[src/rtl/char_io_pkg.sv]
package char_io_pkg;
  typedef enum logic [1:0] {
    OFS_RXD  = 2'd0,
    OFS_TXD  = 2'd1,
    OFS_STAT = 2'd2,
    OFS_CTRL = 2'd3
  } reg_ofs_e;

  localparam int ST_RX_RDY = 0;
  localparam int ST_TX_RDY = 1;
  localparam int ST_OVR    = 4;
  localparam int CT_RX_IE  = 2;
  localparam int CT_TX_IE  = 3;
endpackage

[src/rtl/char_io_rx.sv]
module char_io_rx #(
  parameter int DATA_W = 8
) (
  input  logic              clk_i,
  input  logic              rst_ni,
  input  logic              dev_valid_i,
  input  logic [DATA_W-1:0] dev_data_i,
  input  logic              take_i,
  input  logic              stat_rd_i,
  output logic [DATA_W-1:0] data_o,
  output logic              rdy_o,
  output logic              ovr_o
);
  logic lost;

  // Overrun only when the old character is still unread after this edge.
  assign lost = dev_valid_i & rdy_o & ~take_i;

  always_ff @(posedge clk_i or negedge rst_ni) begin
    if (!rst_ni) begin
      data_o <= '0;
      rdy_o  <= 1'b0;
      ovr_o  <= 1'b0;
    end else begin
      if (dev_valid_i) data_o <= dev_data_i;

      if (dev_valid_i)  rdy_o <= 1'b1;
      else if (take_i)  rdy_o <= 1'b0;

      if (lost)           ovr_o <= 1'b1;
      else if (stat_rd_i) ovr_o <= 1'b0;
    end
  end
endmodule

[src/rtl/char_io_tx.sv]
module char_io_tx #(
  parameter int DATA_W = 8
) (
  input  logic              clk_i,
  input  logic              rst_ni,
  input  logic              load_i,
  input  logic [DATA_W-1:0] load_data_i,
  input  logic              done_i,
  output logic [DATA_W-1:0] data_o,
  output logic              rdy_o
);
  always_ff @(posedge clk_i or negedge rst_ni) begin
    if (!rst_ni) begin
      data_o <= '0;
      rdy_o  <= 1'b1;
    end else if (load_i) begin
      data_o <= load_data_i;
      rdy_o  <= 1'b0;
    end else if (done_i) begin
      rdy_o  <= 1'b1;
    end
  end
endmodule

[src/rtl/char_io_port.sv]
module char_io_port
  import char_io_pkg::*;
#(
  parameter int ADDR_W = 3,
  parameter int DATA_W = 8
) (
  input  logic              clk_i,
  input  logic              rst_ni,
  input  logic [ADDR_W-1:0] addr_i,
  input  logic              rd_i,
  input  logic              wr_i,
  input  logic [DATA_W-1:0] wdata_i,
  output logic [DATA_W-1:0] rdata_o,
  input  logic              rx_valid_i,
  input  logic [DATA_W-1:0] rx_data_i,
  output logic [DATA_W-1:0] tx_data_o,
  output logic              tx_valid_o,
  input  logic              tx_done_i,
  output logic              irq_o
);
  logic              hit;
  reg_ofs_e          ofs;
  logic [DATA_W-1:0] rx_dat;
  logic              rx_rdy, tx_rdy, rx_ovr;
  logic              rx_ie, tx_ie;
  logic [DATA_W-1:0] stat_v, ctrl_v, rd_mux;
  logic              take_rx, load_tx, rd_stat, wr_ctrl;

  generate
    if (ADDR_W > 2) begin : g_wide
      assign hit = ~|addr_i[ADDR_W-1:2];
    end else begin : g_narrow
      assign hit = 1'b1;
    end
  endgenerate

  assign ofs     = reg_ofs_e'(addr_i[1:0]);
  assign take_rx = rd_i & hit & (ofs == OFS_RXD);
  assign rd_stat = rd_i & hit & (ofs == OFS_STAT);
  assign load_tx = wr_i & hit & (ofs == OFS_TXD);
  assign wr_ctrl = wr_i & hit & (ofs == OFS_CTRL);

  char_io_rx #(.DATA_W(DATA_W)) u_rx (
    .clk_i      (clk_i),
    .rst_ni     (rst_ni),
    .dev_valid_i(rx_valid_i),
    .dev_data_i (rx_data_i),
    .take_i     (take_rx),
    .stat_rd_i  (rd_stat),
    .data_o     (rx_dat),
    .rdy_o      (rx_rdy),
    .ovr_o      (rx_ovr)
  );

  char_io_tx #(.DATA_W(DATA_W)) u_tx (
    .clk_i      (clk_i),
    .rst_ni     (rst_ni),
    .load_i     (load_tx),
    .load_data_i(wdata_i),
    .done_i     (tx_done_i),
    .data_o     (tx_data_o),
    .rdy_o      (tx_rdy)
  );

  always_ff @(posedge clk_i or negedge rst_ni) begin
    if (!rst_ni) begin
      rx_ie <= 1'b0;
      tx_ie <= 1'b0;
    end else if (wr_ctrl) begin
      rx_ie <= wdata_i[CT_RX_IE];
      tx_ie <= wdata_i[CT_TX_IE];
    end
  end

  always_comb begin
    stat_v            = '0;
    stat_v[ST_RX_RDY] = rx_rdy;
    stat_v[ST_TX_RDY] = tx_rdy;
    stat_v[ST_OVR]    = rx_ovr;
    ctrl_v            = '0;
    ctrl_v[CT_RX_IE]  = rx_ie;
    ctrl_v[CT_TX_IE]  = tx_ie;
  end

  always_comb begin
    rd_mux = '0;
    if (hit) begin
      unique case (ofs)
        OFS_RXD:  rd_mux = rx_dat;
        OFS_TXD:  rd_mux = tx_data_o;
        OFS_STAT: rd_mux = stat_v;
        OFS_CTRL: rd_mux = ctrl_v;
        default:  rd_mux = '0;
      endcase
    end
  end

  assign rdata_o    = rd_i ? rd_mux : '0;
  assign tx_valid_o = ~tx_rdy;
  assign irq_o      = (rx_rdy & rx_ie) | (tx_rdy & tx_ie);
endmodule

[config.mk]
export PLATFORM = sky130hd
export DESIGN_NAME = char_io_port
export DESIGN_NICKNAME = d
export VERILOG_FILES = /design/src/rtl/char_io_pkg.sv /design/src/rtl/char_io_rx.sv /design/src/rtl/char_io_tx.sv /design/src/rtl/char_io_port.sv
export SDC_FILE = /design/constraint.sdc
export NUM_CORES = 1
export LEC_CHECK = 0
export BUFFER_PORTS_ARGS = -buffer_cell sky130_fd_sc_hd__clkbuf_2
export CAP_MARGIN = 5
export CORE_MARGIN = 2
export CORE_UTILIZATION = 40
export DETAILED_ROUTE_END_ITERATION = 8
export GPL_ROUTABILITY_DRIVEN = 1
export HOLD_SLACK_MARGIN = 0.12
export PLACE_DENSITY_LB_ADDON = 0.12
export SYNTH_ARGS = -nofsm -noshare
export SYNTH_HDL_FRONTEND = slang
export SYNTH_SLANG_ARGS = --single-unit
[constraint.sdc]
create_clock -name clk_i -period 1.3 [get_ports clk_i]
set_input_delay 0.26 -clock clk_i [delete_from_list [all_inputs] [get_ports clk_i]]
set_output_delay 0.26 -clock clk_i [all_outputs]
set_load 0.005 [all_outputs]
==> key figures <==
Setup path
  – Crit Path Max Fanout: 2
  – Worst Path Arrival: roughly 1.2 ns
  – R2r setup slk: roughly 0.30 ns
  – Setup Crit Path Kind: register to output port
  – Worst Path Required: between 1 and 1.5 ns
  – Critical path launch point type: register
  – CP Capture Type: output port

Placed design
  – Place WS: -0.1059 ns
  – Placed cells: 159
  – PortBufs: 42
  – Dpl hpwl: approximately 1700 um
  – Gpl congestion: 0.7537

Power and ir drop
  – Cell Pwr Density: roughly 1100 mW/mm2
  – Max VDD drop: 872.2 uV
  – Leak Pwr: 0.7325 nW

Cells and area
  – Commonest non-fill, non-tap cell in the layout: clkbuf_2
  – Commonest cells after routing, fill and taps aside: clkbuf_2, dfrtp_1, mux2_2, buf_4
  – Ant. Diodes: 0
  – Share of cells above drive strength 1: 0.5972
  – Nets@finish: 170
  – Fill count: 232
  – Cell Count, Final, Fillers Out: roughly 170
  – Area growth from synthesis to layout: 40.31%

Timing
  – Max Freq: approximately 700 MHz
  – Final setup margin: -0.1284 ns
  – Slew margin rel.: 0.6512
  – Final Skew: ~0.0012 ns
  – Final Cycle Share: 1.099
  – Setup Viol. Count Final: 7
  – Setup TNS Final: -0.6188 ns
  – Final max-slew violation count: 0
  – Final hold vios: 0
  – Period minus WS final: approximately 1.4 ns
  – Worst Tran Pin Value: 0.5232 ns
  – RSZ-0062 raised after global routing: yes

Floorplanning
  – I/O Pins: 43
  – Starting Density: 0.4197
  – Die ar.: 0.003023 mm2
  – Die width: between 50 and 60 um
  – Row count: 18
  – Core Box Area: around 0.0025 mm2
  – Die span in y: approximately 55 um

Yosys
  – Yosys cell types: 21
  – Synth Cell Area: between 0.001 and 0.0015 mm2
  – Post-synth net total: around 110
  – Synth Area per Inst: approximately 12 um2
  – Synthesis Warnings: 0
  – Post-Syn Instances: between 80 and 90
  – Synth Register Bits: 21
  – Sequential cell area fraction in the yosys report: 0.5066

Routing
  – Drt pass-1 iters: 4
  – DRC violations left: 0
  – DR vias: 875
  – WL/cell: 13.54 um
  – Avg Vias per Cell: ~5
  – WL final: 2356 um
  – DR iter-0 viols: 7
  – Antenna-violating nets left: 0

Clocking
  – H-tree levels: 1
  – Clock Path Buffers: 2
  – Reg clk slew, reported paths: between 0.1 and 0.15 ns
  – Clock Sinks: 21
  – Clk_lat worst skew: about 0.3 ns
  – CTS buffer count: 3
  – Clock root cell: clkbuf_4
  – CTS tree: built

Global routing
  – Total Routing Usage GR: 0.1714
  – Total gr overflow: 0
  – Global-route wire length before repair: around 3600 um
  – Initial antenna violation count: 0
  – Via count of the first global-routing pass: between 800 and 900
  – Largest net degree at the start of global routing: 22

Outcome
  – Status: finished with violations
  – Violations in the final reports: setup timing

Job
  – Max-cap viol count: 0

Worst hold path
  – Hold WC Path Type: primary input to register
[per-layer routing]
layer	share of wire	wire, um	track usage	vias up
li1	-	-	-	419
met1	0.44	1046	0.2287	429
met2	0.50	1182	0.2837	23
met3	0.044	103	0.02419	4
met4	0.010	24	0.06098	0
met5	0	0	0	-
[layout make-up]
type                       count  area, um2  area share
tap                           30      37.54     0.02573
timing repair buffer          62      390.4      0.2676
multi-input combinational     56      474.2      0.3250
sequential                    21      526.8      0.3611
clock buffer                   4      26.28     0.01801
inverter                       1      3.754    0.002573
[state kept, by name, indices dropped and copies added (netlist names)]
register	cells
u_rx.data_o	8
u_rx.ovr_o	1
tx_ie	1
rx_ie	1
u_tx.data_o	8
u_tx.rdy_o	1
u_rx.rdy_o	1
[final timing paths]
kind | from | end | cells after the start
worst min-delay path | tx_done_i | u_tx.rdy_o | 3
max in group asynchronous | rst_ni | u_tx.rdy_o | 2
worst max-delay path | u_tx.data_o[1] | rdata_o[1] | 4
min in group asynchronous | rst_ni | u_tx.data_o[1] | 2
worst min register to register | u_rx.data_o[4] | u_rx.data_o[4] | 1
worst max register to register | u_tx.data_o[3] | u_tx.data_o[3] | 3
[power breakdown]
group / switching, W / leakage (nW) / total (W) / internal, W
sequential: 0.0000586 / 0.243 / 0.000811 / 0.000752
clock: 0.000194 / 0.0150 / 0.000314 / 0.000120
combinational: 0.000178 / 0.475 / 0.000483 / 0.000305
total: 0.000431 / 0.732 / 0.00161 / 0.00118
[critical path, cell delays in order (launching register included)]
cell and delay, ns:
dfrtp_1 0.40, mux2i_1 0.15, a2bb2oi_1 0.16, nor2_1 0.05
clkbuf_2 0.10
[synthesized netlist by cell type]
master     number  area (um2)
buf_4           2       15.01
inv_1           1       3.750
buf_2           4       20.02
and2b_1         1       7.510
nor2_1          8       30.03
nor3_1          3       15.01
nand2b_1        3       18.77
mux2i_1         8       80.08
o31ai_1         1       7.510
nand4b_1        1       8.760
mux2_2         18       202.7
nand2_4         1       11.26
a22o_1          1       8.760
dfstp_2         1       26.28
a21oi_1         1       5.000
nand3_1         3       15.01
nor3_4          1       16.27
o21a_1          2       15.01
a2bb2oi_1       3       26.28
dfrtp_1        20       500.5
a31oi_1         1       6.260
[through the flow]
| stage | hold slack (ns) | cell area, um2 | total power [W] | utilization |
|---|---|---|---|---|
| 2_1_floorplan | -0.03559 | 1040 | 0.001032 | - |
| 3_3_place_gp | 0.2552 | 1345 | 0.001208 | 0.5429 |
| 3_5_place_dp | 0.2672 | 1345 | 0.001222 | 0.5429 |
| 4_1_cts | 0.1376 | 1444 | 0.001621 | 0.5828 |
| 5_1_grt | 0.1688 | 1459 | 0.001717 | 0.5889 |
| 6_report | 0.1483 | 1459 | 0.001608 | 0.5889 |
[logic make-up after synthesis]
| logic type | Yosys count | share of synthesized area |
|---|---|---|
| and+or+nand+nor | 21 | 0.1179 |
| DFF | 21 | 0.5066 |
| muxes | 26 | 0.2720 |
| AOI/OAI and AO/OA | 9 | 0.06619 |
| buffers and inverters | 7 | 0.03730 |
[what timing repair did]
action                     in CTS  in global routing
buffers inserted                8                  2
setup endpoints to repair      10                 10
hold buffers                    1                  0
pin swaps                       1                  1
resized for setup               2                  4
hold endpoints to repair       20                  0
No activity file was read; power rests on OpenSTA's default activity.
